`src/rtl/regbuf_pkg.sv`:
```
package regbuf_pkg;

    typedef enum logic [1:0] {
        MAP_WIDE   = 2'd0,
        MAP_PAIR_A = 2'd1,
        MAP_PAIR_B = 2'd2
    } map_e;

    function automatic map_e decode_map(input logic fanout_en, input logic alt_map);
        if (!fanout_en)
            return MAP_WIDE;
        return alt_map ? MAP_PAIR_B : MAP_PAIR_A;
    endfunction

endpackage

```
`src/rtl/regbuf_lane_pick.sv`:
```
module regbuf_lane_pick #(
    parameter int WIDE_W   = 25,
    parameter int NARROW_W = 14
) (
    input  logic [WIDE_W-1:0]   din,
    input  logic                alt_map,
    output logic [NARROW_W-1:0] pick
);
    localparam int OFS = WIDE_W - NARROW_W;

    for (genvar i = 0; i < NARROW_W; i++) begin : g_lane
        assign pick[i] = alt_map ? din[i + OFS] : din[i];
    end
endmodule

```
`src/rtl/regbuf_fanout_map.sv`:
```
module regbuf_fanout_map
    import regbuf_pkg::*;
#(
    parameter int WIDE_W   = 25,
    parameter int NARROW_W = 14
) (
    input  map_e                mode,
    input  logic [WIDE_W-1:0]   din,
    input  logic [NARROW_W-1:0] pick,
    input  logic                cke_in,
    input  logic                odt_in,
    output logic [WIDE_W-1:0]   fresh_a,
    output logic [NARROW_W-1:0] fresh_b,
    output logic [1:0]          fresh_cke,
    output logic [1:0]          fresh_odt
);
    localparam int OFS = WIDE_W - NARROW_W;

    always_comb begin
        if (mode == MAP_WIDE) begin
            fresh_a   = din;
            fresh_b   = '0;
            fresh_cke = {1'b0, cke_in};
            fresh_odt = {1'b0, odt_in};
        end else begin
            fresh_a   = {{OFS{1'b0}}, pick};
            fresh_b   = pick;
            fresh_cke = {cke_in, cke_in};
            fresh_odt = {odt_in, odt_in};
        end
    end
endmodule

```
`src/rtl/regbuf_fanout.sv`:
```
module regbuf_fanout
    import regbuf_pkg::*;
#(
    parameter int WIDE_W   = 25,
    parameter int NARROW_W = 14
) (
    input  logic                clk,
    input  logic                rst_n,
    input  logic                fanout_en,
    input  logic                alt_map,
    input  logic                csel_n,
    input  logic                csel_aux_n,
    input  logic                cke_in,
    input  logic                odt_in,
    input  logic [WIDE_W-1:0]   din,
    output logic [WIDE_W-1:0]   q_a,
    output logic [NARROW_W-1:0] q_b,
    output logic                cke_a,
    output logic                cke_b,
    output logic                odt_a,
    output logic                odt_b
);
    localparam int OFS = WIDE_W - NARROW_W;
    localparam logic [WIDE_W-1:0] LOW_LANES = {{OFS{1'b0}}, {NARROW_W{1'b1}}};

    typedef struct packed {
        logic [WIDE_W-1:0]   qa;
        logic [NARROW_W-1:0] qb;
        logic [1:0]          cke;
        logic [1:0]          odt;
    } stage_t;

    stage_t stage_d, stage_q;
    map_e   mode;

    logic [NARROW_W-1:0] pick;
    logic [WIDE_W-1:0]   fresh_a;
    logic [NARROW_W-1:0] fresh_b;
    logic [1:0]          fresh_cke, fresh_odt;
    logic                freeze;

    assign mode   = decode_map(fanout_en, alt_map);
    assign freeze = csel_n & csel_aux_n;

    regbuf_lane_pick #(.WIDE_W(WIDE_W), .NARROW_W(NARROW_W)) u_pick (
        .din     (din),
        .alt_map (alt_map),
        .pick    (pick)
    );

    regbuf_fanout_map #(.WIDE_W(WIDE_W), .NARROW_W(NARROW_W)) u_map (
        .mode      (mode),
        .din       (din),
        .pick      (pick),
        .cke_in    (cke_in),
        .odt_in    (odt_in),
        .fresh_a   (fresh_a),
        .fresh_b   (fresh_b),
        .fresh_cke (fresh_cke),
        .fresh_odt (fresh_odt)
    );

    always_comb begin
        stage_d     = stage_q;
        stage_d.cke = fresh_cke;
        stage_d.odt = fresh_odt;
        if (freeze) begin
            // hold data, but lanes unused in the current mode go low
            if (mode == MAP_WIDE) begin
                stage_d.qa = stage_q.qa;
                stage_d.qb = '0;
            end else begin
                stage_d.qa = stage_q.qa & LOW_LANES;
                stage_d.qb = stage_q.qb;
            end
        end else begin
            stage_d.qa = fresh_a;
            stage_d.qb = fresh_b;
        end
    end

    always_ff @(posedge clk or negedge rst_n) begin
        if (!rst_n)
            stage_q <= '0;
        else
            stage_q <= stage_d;
    end

    assign q_a   = stage_q.qa;
    assign q_b   = stage_q.qb;
    assign cke_a = stage_q.cke[0];
    assign cke_b = stage_q.cke[1];
    assign odt_a = stage_q.odt[0];
    assign odt_b = stage_q.odt[1];
endmodule

```
`config.mk`:
```
export PLATFORM = sky130hd
export DESIGN_NAME = regbuf_fanout
export DESIGN_NICKNAME = d
export VERILOG_FILES = /design/src/rtl/regbuf_pkg.sv /design/src/rtl/regbuf_lane_pick.sv /design/src/rtl/regbuf_fanout_map.sv /design/src/rtl/regbuf_fanout.sv
export SDC_FILE = /design/constraint.sdc
export NUM_CORES = 1
export LEC_CHECK = 0
export ABC_AREA = 1
export CAP_MARGIN = 15
export CORE_MARGIN = 3
export CORE_UTILIZATION = 42
export CTS_CLUSTER_DIAMETER = 30
export DETAILED_ROUTE_END_ITERATION = 8
export PLACE_DENSITY = 0.85
export SLEW_MARGIN = 20
export SYNTH_ARGS = -nofsm -noshare
export SYNTH_HDL_FRONTEND = slang
export SYNTH_SLANG_ARGS = --single-unit
```
`constraint.sdc`:
```
create_clock -name clk -period 1.2 [get_ports clk]
set_clock_uncertainty 0.2 [all_clocks]
set_input_delay 0.12 -clock clk [delete_from_list [all_inputs] [get_ports clk]]
set_output_delay 0.12 -clock clk [all_outputs]
set_load 0.02 [all_outputs]
```
==> reports/results.txt <==
The number of global-route vias before repair was 1954; the setup TNS was 0 ns. Setup slack on the critical path of the routed design comes to 0.0126 ns. The worst slack at placement was -0.319 ns; the number of buffers created by CTS was 5. Entering global routing, the biggest net connects 44 pins.

Worst hold slack after final layout: 0.0498 ns. The run gives 0.88 ns as the required arrival time at the worst endpoint. No sink is reached through more buffers than the 2 on the longest clock path. The fraction of layout cells with a size suffix above 1 is 29.7%. Setup repair after global routing could not meet its margin everywhere. The run gives 58.0% as the share of synthesized area occupied by flip-flops and latches.

At the pin with the least slew margin, the transition time is 0.274 ns. The routed design could run at a clock period as short as 1.19 ns. The share of total power dissipated in sequential elements is 43.6%. The logs give 3.76 mW for the final total power and 0 for the number of nets with antenna violations after routing. The post-synthesis share of cell area spent on xor and xnor gates was 0%; the number of nets in the final layout was 385. The tools report the HPWL reported at the end of detailed placement as 3880 um. The share of synthesized area in the top cell type comes to 58.0%. Global routing used 22.7% of the available tracks. The netlist uses 14 different library cells. The number of endpoints with negative hold slack in the final report was 0. Summing the areas of all and, or, nand and nor instances in the mapped netlist gives 37.2% of the synthesized area. Measured against its own limit, the worst slew margin works out to 81.7%. Timing would allow up to 842 MHz. The tools report the maximum level of the CTS H-tree as 2. The maximum ir drop on the vdd rail is 0.564 mV. The library cells used most frequently in the layout, excluding fill and tap cells, are sky130_fd_sc_hd__nand2_1 (114), sky130_fd_sc_hd__buf_4 (48), sky130_fd_sc_hd__dfrtp_1 (43), sky130_fd_sc_hd__nand3_1 (39), sky130_fd_sc_hd__clkdlybuf4s50_1 (27). Number of port buffers: 75.

STA classifies the critical path endpoint as an output port. The overall die width is 72.5 um, and the total routed wirelength is 5890 um. The run gives 0 as the number of antenna diodes. In this run, the clock network consumes 31.8% of the power.

The layout overhead on the synthesized area was 64.2%. Leaving out fill and tap cells, the most frequent cell in the layout is sky130_fd_sc_hd__nand2_1. The floorplan has 23 rows. The worst setup path is of the flip-flop to output port kind. The root cell of the clock tree was sky130_fd_sc_hd__clkbuf_8. The tools report the core area as 4140 sq um. The synthesized netlist devotes 0.472% of its cell area to compound gates. The routability congestion estimate is 0.846, and the arithmetic-cell share of the synthesized area counting full adders, half adders and majority gates is 0%. Post-detailed-route DRC marker count: 0. The reported net switching power is 1.07 mW. The number of endpoints failing setup at the final stage is 0.

The cell family contributing the most delay on the critical path is flip-flops. The cell type of the slowest stage on the worst timing path is sky130_fd_sc_hd__dfrtp_1. The internal power contribution is 2.69 mW, and the total power density per cell area is 1230 nW/um^2.

For this block, the initial DRC count from the detailed router was 214. The count of buffer and inverter cells on the critical path is 1. The average cell area after synthesis was 8.07 sq um; the number of clock sinks seen by CTS was 43.

When the netlist entered floorplanning its net count stood at 263. By area, the combinational part of the netlist is dominated by simple AND/OR/NAND/NOR gates. The first-pass GRT wire length is 9150 um.

After global routing the overflow that remains totals 0. Summed over all cells, the static leakage comes to 1.73 nW. The largest fanout on the critical path was 2; the proportion of total power due to net switching was 28.5%.

The signal on the critical path passes through buf_6. The type of the most critical hold path was input port to flip-flop. Measured along the y axis, the die boundary spans 72.5 um. STA classifies the critical path startpoint as a flip-flop. Of all cell types, the one taking the most synthesized area is sky130_fd_sc_hd__dfrtp_1. By area the synthesized netlist is led by sky130_fd_sc_hd__dfrtp_1 (58%), sky130_fd_sc_hd__nand2_1 (23%), sky130_fd_sc_hd__nand3_1 (11%), sky130_fd_sc_hd__nor2_1 (2.6%), sky130_fd_sc_hd__inv_1 (1.4%). The routed via count was 2002. Combinational logic is responsible for 24.6% of the overall power.

The logs give 0 for the initial antenna violation count and 76 for the top-level I/O count. TritonCTS built the clock tree. In this run, placement finished with an instance count of 377.

The flow ran to the end, and the final reports show no timing, DRC or antenna violations. In this design, the stage delay of the slowest critical-path cell is 0.42 ns. The first detailed-routing pass ran for 5 iterations.

The signal arrival time at the worst endpoint is 0.87 ns. The tools report the total die area as 5250 sq um. Using the TritonRoute via totals, the vias-per-cell ratio works out to 4.97. The clock transition at the registers of the reported paths is 0.08 ns, and the number of non-filler instances in the completed layout is 403. The max-slew violation count was 0. Max-cap violations in this run came to 0. The later pin in the worst-skew pair is clocked with a latency of 0.31 ns.

The synthesis-stage register bit count was 43. Fill cells in the final layout number 327. After synthesis, the share of cell area in mux cells is 0%. The number of instances in the synthesized netlist is 230. The count of warnings emitted by yosys came out at 0.

The detail-routed net length per standard cell is 14.6 um, and the area of the mapped netlist is 1860 sq um. The effective utilization at floorplan is 44.8%. Dividing the final minimum period by the clock period gives 98.9%.
flip-flops by register name (all words and copies together), names as in the netlist:
| name | cells |
|---|---|
| cke_a | 1 |
| q_b | 14 |
| q_a | 25 |
| odt_b | 1 |
| odt_a | 1 |
| cke_b | 1 |
metal layers:
metal	wire, um	track usage (%)	vias to the layer above	part of all wire, %
met5	0	0	-	0
met4	97	7.99	0	1.6
met3	574	7.20	11	9.7
met2	2930	37.3	107	50
met1	2290	28.2	922	39
li1	-	-	962	-
worst reg2reg max path: cells and delay by family (launching register included):
kind / cells / cell delay (ns)
DFF: 1 / 0.42
buffers and inverters: 3 / 0.32
and+or+nand+nor: 3 / 0.16
cell usage after synthesis, drive strengths merged:
cell type  count
nand2        115
dfrtp         43
nand3         39
nor2          14
inv            8
buf            7
clkbuf         2
a21oi          1
clkinv         1
final timing paths:
path,startpoint,endpoint,slack [ns],depth (start not counted)
min in group asynchronous,rst_n,q_a[5],0.11,3
min reg2reg,q_a[19],q_a[19],0.27,2
min,fanout_en,cke_b,0.05,4
max reg2reg,q_a[12],q_a[12],0.02,6
max in group asynchronous,rst_n,q_a[21],0.49,3
max,q_a[11],q_a[11],0.01,1
metrics by stage:
| step | area (sq um) | util [%] |
|---|---|---|
| detailed placement | 2870 | 69.4 |
| global placement | 2870 | 69.4 |
| floorplan | 1860 | - |
| global route | 3050 | 73.5 |
| CTS | 2810 | 67.8 |
| finish | 3050 | 73.5 |
repair_timing:
item / 4_1_cts / 5_1_grt
pin swaps: 0 / 1
cloned: 1 / 0
setup endpoints to repair: 44 / 59
hold buffers: 1 / 0
setup buffers: 1 / 15
hold endpoints to repair: 43 / 0
resized for setup: 176 / 41
kinds of logic (layout without fill, tap and decap cells):
| family | count (synthesis) | in the layout |
|---|---|---|
| flip-flops | 43 | 43 |
| AND/OR/NAND/NOR | 168 | 168 |
| buffers and inverters | 18 | 141 |
| AO/OA/AOI/OAI | 1 | 1 |
power groups by stage:
stage               registers (mW)  logic (mW)  clock network [mW]
floorplan                     1.80       0.199                   0
global placement              1.66       0.874                   0
detailed placement            1.66       0.891                   0
CTS                           1.63       0.801                1.20
global route                  1.65       0.999                1.27
finish                        1.64       0.925                1.19
layout make-up:
type / instances / area (sq um) / share of cell area (%)
flip-flops and latches: 43 / 1080 / 35.3
repair buffers: 123 / 1030 / 33.9
multi-input cells: 169 / 711 / 23.3
clock buffers: 6 / 82.6 / 2.71
well taps: 50 / 62.6 / 2.05
inverters: 9 / 40.0 / 1.31
clock inverters: 2 / 35.0 / 1.15
repair inverters: 1 / 7.51 / 0.246
No activity file was read; power rests on OpenSTA's default activity.
